## src/rtl/uxb_pkg.sv

```systemverilog
// Shared types and constants for the expansion-bit UART.
// Assumes a fixed 16x oversampling ratio with mid-bit sampling.
package uxb_pkg;
    localparam int OVS = 16;
    localparam int MID = OVS / 2;

    // Option fields; the packed order places xen at bit 0 of the register
    typedef struct packed {
        logic cmp_dis;     // bit 4
        logic tx_irq_end;  // bit 3
        logic filt_en;     // bit 2
        logic lvl;         // bit 1
        logic xen;         // bit 0
    } uxb_cfg_t;

    typedef enum logic [1:0] {
        RX_IDLE  = 2'd0,
        RX_START = 2'd1,
        RX_BITS  = 2'd2,
        RX_WAITH = 2'd3
    } uxb_rx_state_t;
endpackage

```

## src/rtl/uxb_baud.sv

```systemverilog
// Oversampling tick generator: one-cycle tick every CLK_DIV clocks.
// Assumes CLK_DIV >= 1; the counter rests at zero while run is low.
module uxb_baud #(
    parameter int CLK_DIV = 8
) (
    input  logic clk,
    input  logic rst_n,
    input  logic run,
    output logic tick
);
    localparam int CW = (CLK_DIV > 1) ? $clog2(CLK_DIV) : 1;

    logic [CW-1:0] cnt;

    // Divide the clock down to the oversampling rate
    always_ff @(posedge clk) begin
        if (!rst_n || !run) begin
            cnt  <= '0;
            tick <= 1'b0;
        end else if (cnt == CW'(CLK_DIV - 1)) begin
            cnt  <= '0;
            tick <= 1'b1;
        end else begin
            cnt  <= cnt + 1'b1;
            tick <= 1'b0;
        end
    end
endmodule

```

## src/rtl/uxb_tx.sv

```systemverilog
// Transmitter: serialises start, data LSB first, optional expansion bit, stop.
// Assumes the configuration is stable while run is high.
module uxb_tx
    import uxb_pkg::*;
#(
    parameter int DATA_W = 8
) (
    input  logic              clk,
    input  logic              rst_n,
    input  logic              run,
    input  logic              tick,
    input  uxb_cfg_t          cfg,
    input  logic              tx_start,
    input  logic [DATA_W-1:0] tx_data,
    input  logic              tx_xbit,
    output logic              txd,
    output logic              tx_busy,
    output logic              tx_irq
);
    localparam int FW = DATA_W + 3;
    localparam int IW = $clog2(FW + 1);
    localparam int OW = $clog2(OVS);

    logic [FW-1:0] sh;
    logic [IW-1:0] left;
    logic [OW-1:0] tcnt;
    logic          accept;

    assign accept = run && tx_start && !tx_busy;

    // Frame sequencing, shifting and interrupt generation
    always_ff @(posedge clk) begin
        if (!rst_n) begin
            tx_busy <= 1'b0;
            txd     <= 1'b1;
            tx_irq  <= 1'b0;
            sh      <= '1;
            left    <= '0;
            tcnt    <= '0;
        end else begin
            tx_irq <= 1'b0;
            if (!run) begin
                tx_busy <= 1'b0;
                txd     <= 1'b1;
            end else if (accept) begin
                tx_busy <= 1'b1;
                txd     <= 1'b0;
                tcnt    <= '0;
                tx_irq  <= !cfg.tx_irq_end;
                if (cfg.xen) begin
                    sh   <= {1'b1, tx_xbit, tx_data, 1'b0};
                    left <= IW'(FW - 1);
                end else begin
                    sh   <= {1'b1, 1'b1, tx_data, 1'b0};
                    left <= IW'(FW - 2);
                end
            end else if (tx_busy && tick) begin
                if (tcnt == OW'(OVS - 1)) begin
                    tcnt <= '0;
                    if (left == '0) begin
                        tx_busy <= 1'b0;
                        txd     <= 1'b1;
                        tx_irq  <= cfg.tx_irq_end;
                    end else begin
                        sh   <= {1'b1, sh[FW-1:1]};
                        txd  <= sh[1];
                        left <= left - 1'b1;
                    end
                end else begin
                    tcnt <= tcnt + 1'b1;
                end
            end
        end
    end
endmodule

```

## src/rtl/uxb_rx.sv

```systemverilog
// Receiver framer: finds the start edge, samples each bit at mid-point and
// hands a completed frame (data, expansion bit, stop level) on as a pulse.
// Assumes the configuration is stable while run is high.
module uxb_rx
    import uxb_pkg::*;
#(
    parameter int DATA_W = 8
) (
    input  logic              clk,
    input  logic              rst_n,
    input  logic              run,
    input  logic              tick,
    input  logic              xen,
    input  logic              rxd,
    output logic              fr_valid,
    output logic [DATA_W-1:0] fr_data,
    output logic              fr_xbit,
    output logic              fr_stop
);
    localparam int BW = $clog2(DATA_W + 2);
    localparam int OW = $clog2(OVS);

    uxb_rx_state_t   st;
    logic [1:0]      sync;
    logic            line;
    logic [DATA_W+1:0] bits;
    logic [BW-1:0]   bidx;
    logic [BW-1:0]   last;
    logic [OW-1:0]   tcnt;

    assign line = sync[1];
    assign last = xen ? BW'(DATA_W + 1) : BW'(DATA_W);

    // Two-stage synchroniser on the serial input
    always_ff @(posedge clk) begin
        if (!rst_n) sync <= 2'b11;
        else        sync <= {sync[0], rxd};
    end

    // Start detection, mid-bit sampling and frame hand-off
    always_ff @(posedge clk) begin
        if (!rst_n) begin
            st       <= RX_IDLE;
            bits     <= '0;
            bidx     <= '0;
            tcnt     <= '0;
            fr_valid <= 1'b0;
            fr_data  <= '0;
            fr_xbit  <= 1'b0;
            fr_stop  <= 1'b1;
        end else begin
            fr_valid <= 1'b0;
            if (!run) begin
                st <= RX_IDLE;
            end else begin
                case (st)
                    RX_IDLE: begin
                        if (!line) begin
                            st   <= RX_START;
                            tcnt <= '0;
                        end
                    end
                    RX_START: begin
                        if (tick) begin
                            if (tcnt == OW'(MID - 1)) begin
                                tcnt <= '0;
                                bidx <= '0;
                                st   <= line ? RX_IDLE : RX_BITS;
                            end else begin
                                tcnt <= tcnt + 1'b1;
                            end
                        end
                    end
                    RX_BITS: begin
                        if (tick) begin
                            if (tcnt == OW'(OVS - 1)) begin
                                tcnt       <= '0;
                                bits[bidx] <= line;
                                bidx       <= bidx + 1'b1;
                                if (bidx == last) begin
                                    fr_valid <= 1'b1;
                                    fr_stop  <= line;
                                    fr_data  <= bits[DATA_W-1:0];
                                    fr_xbit  <= xen & bits[DATA_W];
                                    st       <= line ? RX_IDLE : RX_WAITH;
                                end
                            end else begin
                                tcnt <= tcnt + 1'b1;
                            end
                        end
                    end
                    default: begin
                        if (line) st <= RX_IDLE;
                    end
                endcase
            end
        end
    end
endmodule

```

## src/rtl/uxb_filter.sv

```systemverilog
// Expansion-bit classifier and station filter: marks address frames,
// keeps the station-match state and raises the receive pulses.
// Assumes fr_valid is a one-cycle pulse per completed frame.
module uxb_filter
    import uxb_pkg::*;
#(
    parameter int DATA_W = 8
) (
    input  logic              clk,
    input  logic              rst_n,
    input  logic              run,
    input  uxb_cfg_t          cfg,
    input  logic [DATA_W-1:0] station_id,
    input  logic              fr_valid,
    input  logic [DATA_W-1:0] fr_data,
    input  logic              fr_xbit,
    input  logic              fr_stop,
    output logic              rx_irq,
    output logic              rx_ferr,
    output logic [DATA_W-1:0] rx_data,
    output logic              rx_xbit,
    output logic              rx_addr,
    output logic              match_flag
);
    logic det;
    logic filt_on;
    logic id_hit;
    logic take;

    // Classify the frame and decide whether it is delivered
    always_comb begin
        det     = cfg.xen && !cfg.cmp_dis && (fr_xbit == cfg.lvl);
        filt_on = cfg.xen && !cfg.cmp_dis && cfg.filt_en;
        id_hit  = (fr_data == station_id);
        take    = !filt_on || (det ? id_hit : match_flag);
    end

    // Register results, pulses and the station-match state
    always_ff @(posedge clk) begin
        if (!rst_n) begin
            rx_irq     <= 1'b0;
            rx_ferr    <= 1'b0;
            rx_data    <= '0;
            rx_xbit    <= 1'b0;
            rx_addr    <= 1'b0;
            match_flag <= 1'b0;
        end else begin
            rx_irq  <= 1'b0;
            rx_ferr <= 1'b0;
            if (!run) begin
                match_flag <= 1'b0;
            end else if (fr_valid) begin
                if (!fr_stop) begin
                    rx_ferr <= 1'b1;
                end else begin
                    if (filt_on && det) match_flag <= id_hit;
                    if (take) begin
                        rx_irq  <= 1'b1;
                        rx_data <= fr_data;
                        rx_xbit <= fr_xbit;
                        rx_addr <= det;
                    end
                end
            end
        end
    end
endmodule

```

## src/rtl/uart_xbit_transceiver.sv

```systemverilog
// Top level: option register, shared oversampling tick, transmitter,
// receiver framer and station filter.
// Assumes the option register is written only while run is low.
module uart_xbit_transceiver
    import uxb_pkg::*;
#(
    parameter int CLK_DIV = 8,
    parameter int DATA_W  = 8
) (
    input  logic              clk,
    input  logic              rst_n,
    input  logic              run,
    input  logic              cfg_we,
    input  logic [7:0]        cfg_wdata,
    output logic [7:0]        cfg_rdata,
    input  logic [DATA_W-1:0] station_id,
    input  logic              tx_start,
    input  logic [DATA_W-1:0] tx_data,
    input  logic              tx_xbit,
    output logic              tx_busy,
    output logic              tx_irq,
    output logic              txd,
    input  logic              rxd,
    output logic              rx_irq,
    output logic              rx_ferr,
    output logic [DATA_W-1:0] rx_data,
    output logic              rx_xbit,
    output logic              rx_addr,
    output logic              match_flag
);
    localparam int CFG_W = $bits(uxb_cfg_t);

    uxb_cfg_t          cfg_q;
    logic              tick;
    logic              fr_valid;
    logic [DATA_W-1:0] fr_data;
    logic              fr_xbit;
    logic              fr_stop;

    // Option register, writable only in idle mode
    always_ff @(posedge clk) begin
        if (!rst_n)               cfg_q <= '0;
        else if (cfg_we && !run)  cfg_q <= uxb_cfg_t'(cfg_wdata[CFG_W-1:0]);
    end

    assign cfg_rdata = {{(8 - CFG_W){1'b0}}, cfg_q};

    uxb_baud #(.CLK_DIV(CLK_DIV)) i_baud (
        .clk   (clk),
        .rst_n (rst_n),
        .run   (run),
        .tick  (tick)
    );

    uxb_tx #(.DATA_W(DATA_W)) i_tx (
        .clk      (clk),
        .rst_n    (rst_n),
        .run      (run),
        .tick     (tick),
        .cfg      (cfg_q),
        .tx_start (tx_start),
        .tx_data  (tx_data),
        .tx_xbit  (tx_xbit),
        .txd      (txd),
        .tx_busy  (tx_busy),
        .tx_irq   (tx_irq)
    );

    uxb_rx #(.DATA_W(DATA_W)) i_rx (
        .clk      (clk),
        .rst_n    (rst_n),
        .run      (run),
        .tick     (tick),
        .xen      (cfg_q.xen),
        .rxd      (rxd),
        .fr_valid (fr_valid),
        .fr_data  (fr_data),
        .fr_xbit  (fr_xbit),
        .fr_stop  (fr_stop)
    );

    uxb_filter #(.DATA_W(DATA_W)) i_filter (
        .clk        (clk),
        .rst_n      (rst_n),
        .run        (run),
        .cfg        (cfg_q),
        .station_id (station_id),
        .fr_valid   (fr_valid),
        .fr_data    (fr_data),
        .fr_xbit    (fr_xbit),
        .fr_stop    (fr_stop),
        .rx_irq     (rx_irq),
        .rx_ferr    (rx_ferr),
        .rx_data    (rx_data),
        .rx_xbit    (rx_xbit),
        .rx_addr    (rx_addr),
        .match_flag (match_flag)
    );
endmodule

```

## config.mk

```make
export PLATFORM = sky130hd
export DESIGN_NAME = uart_xbit_transceiver
export DESIGN_NICKNAME = d
export VERILOG_FILES = /design/src/rtl/uxb_pkg.sv /design/src/rtl/uxb_baud.sv /design/src/rtl/uxb_tx.sv /design/src/rtl/uxb_rx.sv /design/src/rtl/uxb_filter.sv /design/src/rtl/uart_xbit_transceiver.sv
export SDC_FILE = /design/constraint.sdc
export NUM_CORES = 1
export LEC_CHECK = 0
export BUFFER_PORTS_ARGS = -buffer_cell sky130_fd_sc_hd__buf_2
export CAP_MARGIN = 20
export CELL_PAD_IN_SITES_DETAIL_PLACEMENT = 0
export CELL_PAD_IN_SITES_GLOBAL_PLACEMENT = 2
export CORE_MARGIN = 5
export CORE_UTILIZATION = 35
export CTS_BUF_LIST = sky130_fd_sc_hd__clkbuf_4
export DETAILED_ROUTE_END_ITERATION = 10
export HOLD_SLACK_MARGIN = 0.05
export PLACE_DENSITY_LB_ADDON = 0.25
export SYNTH_ARGS = -nofsm -noshare
export SYNTH_HDL_FRONTEND = slang
export SYNTH_SLANG_ARGS = --single-unit
```

## constraint.sdc

```tcl
create_clock -name clk -period 2.8 [get_ports clk]
set_input_delay 0.28 -clock clk [delete_from_list [all_inputs] [get_ports clk]]
set_output_delay 0.28 -clock clk [all_outputs]
set_load 0.01 [all_outputs]
```

# Yosys cells after proc, flatten, opt, wreduce, memory -nomap -nowiden
# Cells that the tools add are included.
[classes] mux=55 eq_ne=16 n_reduce_logical=41 addsub=5 bitwise_logic=1 mul=0 magnitude_cmp=2 n_shift=0 n_div=0
[op_table] op="$mux 4" count=16
[op_table] op="$mux 11" count=4
[op_table] op="$mux 2" count=10
[op_table] op="$mux 1" count=19
[op_table] op="$reduce_and 4->1" count=4
[op_table] op="$reduce_and 5->1" count=3
[op_table] op="$add 4x1->4 const B" count=3
[op_table] op="$pmux 4 s3" count=1
[op_table] op="$bwmux 10" count=1
[op_table] op="$mux 10" count=1
[op_table] op="$logic_and 1x1->1" count=9
[op_table] op="$reduce_and 3->1" count=3
[op_table] op="$eq 4x4->1 const B" count=2
[op_table] op="$eq 8x8->1" count=1
[op_table] op="$ne 2x1->1 const B" count=4
[op_table] op="$pmux 4 s2" count=1
[op_table] op="$reduce_bool 2->1" count=4
[op_table] op="$reduce_and 7->1" count=1
[op_table] op="$logic_not 1->1" count=6
[op_table] op="$ne 2x2->1 const B" count=3
[op_table] op="$pmux 2 s3" count=1
[op_table] op="$reduce_and 2->1" count=3
[op_table] op="$reduce_and 6->1" count=1
[op_table] op="$lt 4x5->1 const B" count=1
[op_table] op="17 further kinds" count=18
[totals] regBits=77 rom_bits=0 latch_bits=0 elab_cells=148 mem_bits_rw=0 n_memories=0

# Depth between registers and ports, before layout
# Gate-level depths: netlist (run 1).
[logic_depth] ltp_word=6 mapped_depth=9 mapped_depth_nobuf=7

# Hierarchy
# A second synthesis (run 1) with hierarchy kept.
[unflattened] hier_cells=412 hier_area_um2=3731.1
[modules_own_cells] module="uxb_rx" area_each_um2=1587.8 cells_each=172 instances=1
[modules_own_cells] module="uxb_tx" area_each_um2=1099.8 cells_each=125 instances=1
[modules_own_cells] module="uxb_filter" area_each_um2=654.4 cells_each=78 instances=1
[modules_own_cells] module="uart_xbit_transceiver" area_each_um2=244.0 cells_each=27 instances=1
[modules_own_cells] module="uxb_baud" area_each_um2=145.1 cells_each=10 instances=1

# Worst setup path before layout (run 1)
# Ideal clock, no wire load.
[synth_path] path_kind="reg-to-reg" startpoint="reg i_rx.st[0]" endpoint="reg i_rx.st[1]" arrival_time_ns=1.956 setup_slack_ns=0.772 stages_incl_launch_ff=9 required_ns=2.728 setup_ns=0.072 synth_period_minus_slack_ns=2.028 path_cell_list="dfxtp_1 -> inv_1 -> ha_1 -> buf_6 -> mux2i_1 -> a31oi_1 -> a2111o_1 -> or4_1 -> a21oi_1"
[synth_between] elab_chain_cells=3
[synth_lines] item="start, declared" line_no="uxb_rx.sv:23" source="uxb_rx_state_t st;"
[synth_lines] item="start signal, assigned" line_no="uxb_rx.sv:68" source="st <= line ? RX_IDLE : RX_BITS;"
[synth_lines] item="start signal, assigned" line_no="uxb_rx.sv:85" source="st <= line ? RX_IDLE : RX_WAITH;"
[synth_lines] item="$eq 2x2->1 (tied with other cells)" line_no="uxb_rx.sv:56" source="case (st)"
[synth_lines] item="$ne 2x1->1 (no source line) (tied with other cells)"
[synth_lines] item="$reduce_and 7->1 (no source line)"
# Several ways; a longest one is shown, not always the timed one.
# A chain may end at the register's enable or synchronous reset.

# Worst setup path after layout (run 1)
[layout_path] startpoint="reg i_rx.st[0]" endpoint="reg i_rx.fr_data[4]"
[layout_between] elab_chain_cells=2
[layout_lines] item="$eq 2x2->1" line_no="uxb_rx.sv:56"
[layout_lines] item="$reduce_and 5->1 (no source line)"
[layout_lines] item="end signal, assigned" line_no="uxb_rx.sv:83" source="fr_data <= bits[DATA_W-1:0];"
[layout_lines] item="end, declared" line_no="uxb_rx.sv:16" source="output logic [DATA_W-1:0] fr_data,"
# No other way between the ends.

==> results of run 1 <==
-- report_power, final --
| group | internal (uW) | total, uW | switching, uW |
|---|---|---|---|
| registers | 1070 | 1080 | 13.3 |
| logic | 54.2 | 133 | 78.7 |
| clock network | 366 | 754 | 388 |
-- metrics by stage --
stage	total power (uW)	worst slack, ns	area, um^2	util
3_5_place_dp	1240	0.554	3800	0.393
3_3_place_gp	1240	0.628	3800	0.393
4_1_cts	2000	0.537	3970	0.410
6_report	1970	0.542	3970	0.410
2_1_floorplan	1190	0.772	3460	-
5_1_grt	2060	0.240	3970	0.410
-- worst max-delay path, delay by kind of cell (launching register included) --
kind | cells | cell delay [ns]
mux | 1 | 0.20
fa+ha+maj | 1 | 0.38
simple gates | 4 | 0.82
buf+inv | 2 | 0.34
flops | 1 | 0.36
-- flip-flops by register name, summed over array words and instances (netlist names), 5 cells and up --
signal and count:
i_rx.bits 9, i_filter.rx_data 8, i_rx.fr_data 8, cfg_rdata 5
i_tx.sh 9
-- final timing paths --
check | cells past startpoint | slack, ns | from | endpoint
worst max-delay path | 8 | 0.54 | i_rx.st[0] | i_rx.fr_data[4]
worst min-delay path | 3 | 0.09 | cfg_wdata[2] | cfg_rdata[2]
worst max register to register | 8 | 0.54 | i_rx.st[0] | i_rx.fr_data[4]
worst min register to register | 1 | 0.42 | i_rx.sync[0] | i_rx.sync[1]
-- timing repair --
item	CTS	global route
resized for setup	0	0
hold buffers	1	0
hold endpoints to repair	1	0
-- synthesized netlist by cell type (4+ instances only) --
library cell,count,share of area
dfxtp_1,74,0.43
nor2_1,59,0.064
nand2_1,40,0.043
a21oi_1,35,0.051
nand3_1,27,0.039
mux2i_1,26,0.075
o21ai_0,18,0.026
ha_1,14,0.051
clkbuf_1,13,0.014
inv_1,12,0.013
xor2_1,12,0.030
buf_4,6,0.013
nand2b_1,6,0.011
nor3_1,4,0.0058
nor3b_1,4,0.0087
nor4_1,4,0.0072
or3_1,4,0.0072
-- final cells by class --
type	instances	area, um^2
Fill cell	1020	5720
Multi-Input combinational cell	301	1810
Sequential cell	74	1480
Timing Repair Buffer	56	303
Tap cell	133	166
Clock inverter	5	80.1
Clock buffer	10	75.1
Inverter	13	48.8
-- layer usage --
metal	part of all wire	GRT usage	vias to the layer above
met1	0.47	0.180	1338
met3	0.035	0.0294	11
met5	0	0	-
met4	0.016	0.0570	0
li1	-	-	1492
met2	0.48	0.232	48
-- cell families (layout without fill, tap and decap cells) --
logic type	count (synthesis)	in the layout	share of synthesized area
simple gates	179	179	0.257
flops	74	74	0.429
compound gates	65	65	0.104
buf+inv	35	84	0.0475
mux	26	26	0.0754
fa+ha+maj	14	14	0.0507
xor+xnor	14	14	0.0355
other cells	1	3	0.00109
==> results.md, run 1 <==
- Ys async rst share: 0
- Die width: approximately 110 um
- Post-Syn Instances: 408
- Crit share post-route: 0.806
- Initial Utilization: 0.356
- Worst vdd ir: 0.244 mV
- Max cap viols: 0
- Sequential fraction of the synthesis area: 0.429
- Drt drc: 0
- Vias in the first global route: 2795
- Slew @ Worst Pin: 0.821 ns
- Hold Path Class: in2reg
- Worst-Skew Late Latency: 0.42 ns
- Status: finished clean
- Die Ht: 109 um
- Top FF cell, synth: dfxtp_1
- PwrDens: 496 nW/um^2
- Slew Limit Fails: 0
- Clock root buffer: clkbuf_4
- Core area: ~9700 um^2
- RSZ-0062 raised after global routing: false
- Total negative slack: 0 ns
- Critical path class: reg2reg
- Post-layout min period: roughly 2.3 ns
- Mapped cell area: between 3000 and 4000 um^2
- EDFF count, synth: 0
- Post-CTS Setup Bufs: 0
- Global router's overall resource usage: 0.141
- Most frequent cells in the layout: 74 x dfxtp_1, 59 x nor2_1, 48 x buf_2
- Antenna Violating Nets Remaining: 0
- Vias: about 2900
- CP Launch Type: flop
- Cts bufs inserted: 9
- Slowest stage cell, crit path: ha_1
- Die ar.: ~12000 um^2
- DRT Pass-1 Iters: 4
- Placer Congestion: 0.756
- Antenna diodes: 0
- CP cell instances: inv_1 -> ha_1 -> nand4_1 -> nor2_1 -> nor4b_2 -> buf_4 -> mux2i_1 -> nor2_1
- CP required: 3.08 ns
- Slew headroom: 0.452
- Layout cells sized above 1: 0.176
- H-tree levels: 3
- Buffers added on ports: 48
- WL final: 7.81 mm
- Synthesis warning total: 0
- Average size of a mapped cell: about 8.5 um^2
- Clock buffer depth: 2
- Pleak: roughly 0.0016 uW
- Initial antenna violation count: 0
- Yosys reg bits: 74
- Critical Path Sink Type: flop
- Leading cell type in the layout, fill and taps excluded: dfxtp_1
- WL per Instance: ~13 um
- First DRT Iteration DRCs: about 120
- Final hold slack: 0.0860 ns
- Synth cell types: 49
- Slowest cell delay on critical path: 0.38 ns
- Max frequency: 443 MHz
- Critical Path Most Common Cell: nor2_1
- Largest net degree at the start of global routing: 47
- Fin. Hold Viols: 0
- Vias per inst: about 4.9
- Layout area overhead: 15.0%
- Global-route wire length before repair: 13.2 mm
- Setup violators final: 0
- Placed cells: 576
- Critical path arrival: 2.54 ns
- Clock-pin slew on the worst setup and hold paths: 0.12 ns
- Hpwl dp: 5.44 mm
- CTS sink cnt: 74
- Row count: 36
- Critical Path Fanout Max: 11
- TritonCTS clock tree: done
- Total grt overflow: 0
- Nets: 500
- Top Ports: 55
- Clock skew: 0.0139 ns
- Final cell count without fillers: 592
Note: power is estimated with default switching activity, not from simulation.
==> run 2, diff against run 1 <==
Settings changed: ABC_AREA set to 1, CORE_UTILIZATION 35 to 30.
Clock period 2.8 ns to 1.87 ns, I/O delays scaled along.
==> run 2 against run 1 <==
Compared with the run above: non-clock buffer count up 21; first-iteration DRC count increased by 37%; largest power group unchanged; critical path depth grew 1; fmax up 30%; utilization down 4.3 points; largest cell class unchanged.
==> results.md, run 2 <==
- Status: finished clean
- Post-Synth XOR/XNOR Area: 0.0201
- Hpwl dp: between 6 and 7 mm
- Placer Congestion: 0.777
- H-tree levels: 3
- Global router's overall resource usage: 0.133
- Final Worst Setup Slack: about 0.14 ns
- Leading cell type in the layout, fill and taps excluded: nand2_1
- EDFF count, synth: 0
- Placed cells: 658
- Critical Path Most Common Cell: inv_1
- Ys async rst share: 0
- Clock skew: approximately 0.011 ns
- TritonCTS clock tree: done
- Largest net degree at the start of global routing: 45
- First DRT Iteration DRCs: approximately 170
- Top FF cell, synth: dfxtp_1
- Clock power share: 0.295
- Sequential group share of total power: 0.581
- Area leader, netlist: dfxtp_1
- CP Launch Type: flop
- Gate power share: 0.124
- Antenna diodes: 0
- Post-Synth Adder-Cell Area: 0.0502
- FF-to-FF End: i_rx.bidx[1]
- Die ar.: 13900 um^2
- Die Ht: 118 um
- Max cap viols: 0
- Fin. Hold Viols: 0
- Total negative slack: 0 ns
- Critical path class: reg2reg
- Area of the multi-input gates: 1710 um^2
- Slowest stage cell, crit path: dfxtp_2
- Mux contribution to synthesized area: 0
- Filler cell count: 1245
- Regs by FF count: i_rx.bits (9), i_tx.sh (9)
- Cts bufs inserted: 9
- Switching share of power: 0.282
- Row count: 39
- Vias: 3128
- Pleak: ~0.0018 uW
- Drt drc: 0
- Synthesis warning total: 0
- Main combinational cell family by area after synthesis: simple AND/OR/NAND/NOR gates
- Internal power: 2020 uW
- Top Ports: 55
- Initial Utilization: 0.306
- Hold Path Class: in2reg
- Crit share post-route: 0.926
- Yosys reg bits: between 70 and 80
- Total grt overflow: 0
- PwrDens: 673 nW/um^2
- CP cell instances: inv_1 -> ha_1 -> buf_4 -> inv_1 -> o21ai_4 -> nor2_4 -> a21oi_1 -> inv_1 -> nor3_1
- Synth top area share: 0.424
- Antenna Violating Nets Remaining: 0
- Slowest cell delay on critical path: approximately 0.35 ns
- Final cell count without fillers: 689
- Dpl ws: ~0.11 ns
- Clock root buffer: clkbuf_4
- CP required: between 2 and 2.5 ns
- Initial antenna violation count: 0
- Clock-pin slew on the worst setup and hold paths: 0.12 ns
- Average size of a mapped cell: 7.41 um^2
- Worst r2r src: i_rx.st[0]
- Vias per inst: between 4 and 5
- Mapped cell area: 3490 um^2
- Post-Synth Simple-Gate Area: 0.260
- Clock buffer depth: 2
- Critical path arrival: about 2.1 ns
- Post-CTS Setup Bufs: 0
- Post-Syn Instances: 471
- R2R setup slack: 0.14 ns
- CTS sink cnt: 74
- DRT Pass-1 Iters: 4
- Slew Limit Fails: 0
- Die width: around 120 um
- Critical Path Fanout Max: 7
- Most numerous cell in the Yosys netlist: nand2_1
- Global-route wire length before repair: roughly 15 mm
- Worst R2R Path Depth: 9
- WL per Instance: around 13 um
- Sw Pwr: 794 uW
- Sequential fraction of the synthesis area: 0.424
- Nets: 588
- WL final: 8.79 mm
- Critical Path Sink Type: flop
- Core area: 11400 um^2
- FF+latch area: 1480 um^2
- Worst Hold Path EP: cfg_rdata[4]
- Synth Area in Compound Gates: 0.152
- Synth cell types: 33
- Max frequency: 577 MHz
- Layout cells sized above 1: 0.189
- Vias in the first global route: 3101
- Buffers added on ports: 48
- HP Start: cfg_wdata[4]
- Layout area overhead: 19.9%
- Setup violators final: 0
- Ranking of synthesized cells by area: dfxtp_1 42%, nand2_1 8.7%, a21oi_1 6.7%
- RSZ-0062 raised after global routing: false
- Most frequent cells after synthesis: 81 x nand2_1, 74 x dfxtp_1, 53 x inv_1, 51 x nor2_1, 47 x a21oi_1
- Post-layout min period: 1.73 ns
- Worst-Skew Late Latency: between 0.4 and 0.5 ns
- Most frequent cells in the layout: 79 x nand2_1, 72 x dfxtp_1, 53 x inv_1
- Hold depth: 3
- Worst vdd ir: 0.431 mV
## run 2: cell types whose count changed after synthesis, sizes merged, moves of 11 or more
cell	before	now
mux2i	26	0
nand2	40	82
nand3	27	38
a21oi	35	47
o21ai	19	39
inv	13	57
or2	1	12
## run 2: how the worst max path moves through the flow
stage                           from            to  depth (start not counted)
after floorplan           i_rx.st[0]  i_rx.tcnt[0]                          9
after global placement    i_rx.st[0]  i_rx.bidx[1]                          9
after detailed placement  i_rx.st[0]  i_rx.bidx[1]                          9
after CTS                 i_rx.st[0]  i_rx.bidx[1]                          9
after global routing      i_rx.st[0]  i_rx.bidx[3]                          9
final                     i_rx.st[0]  i_rx.bidx[1]                          9
## run 2: metrics by stage
| step | util | instance area [um^2] | power (uW) | hold slack [ns] |
|---|---|---|---|---|
| after global placement | 0.342 | 3910 | 1990 | 0.377 |
| after floorplan | - | 3500 | 1880 | 0.294 |
| final | 0.366 | 4180 | 2820 | 0.0858 |
| after global routing | 0.366 | 4180 | 3000 | 0.0663 |
| after CTS | 0.365 | 4170 | 2870 | 0.0559 |
| after detailed placement | 0.342 | 3910 | 1990 | 0.391 |
## run 2: cell families (layout without fill, tap and decap cells)
| family | Yosys count | count (layout) |
|---|---|---|
| other | 1 | 3 |
| AOI/OAI and AO/OA | 98 | 98 |
| adders and majority gates | 14 | 14 |
| buffers and inverters | 76 | 149 |
| and+or+nand+nor | 200 | 200 |
| DFF | 74 | 74 |
| xor gates and xnor gates | 8 | 8 |
## run 2: final cells by class
cell class              instances  share of cell area
well taps                     143              0.0428
clock inverters                 4             0.00508
clock buffers                  10              0.0179
flip-flops and latches         74               0.355
repair buffers                 77               0.120
multi-input cells             323               0.408
inverters                      58              0.0520
## run 2: routing by layer
metal | vias to the layer above | share of wire | wire length, um | GRT usage
met4 | 0 | 0.014 | 123 | 0.0344
met1 | 1393 | 0.48 | 4180 | 0.166
met3 | 11 | 0.051 | 446 | 0.0509
met5 | - | 0 | 0 | 0
li1 | 1666 | - | - | -
met2 | 58 | 0.46 | 4040 | 0.214
## run 2: power by group through the flow
stage / clock [uW] / sequential (uW) / combinational (uW)
2_1_floorplan: 0 / 1670 / 212
3_3_place_gp: 0 / 1670 / 320
3_5_place_dp: 0 / 1670 / 322
4_1_cts: 888 / 1640 / 350
5_1_grt: 959 / 1640 / 403
6_report: 832 / 1640 / 349
## run 2: repair_timing
action,CTS,global route
resized for setup,0,6
endpoints found under the setup margin,0,11
endpoints found under the hold margin,18,0
hold buffers,17,0
## run 2: critical path, delay by kind of cell (launching register included)
family | cells | cell delay (ns)
compound gates | 2 | 0.50
fa+ha+maj | 1 | 0.17
buf+inv | 4 | 0.41
flops | 1 | 0.35
simple gates | 2 | 0.22
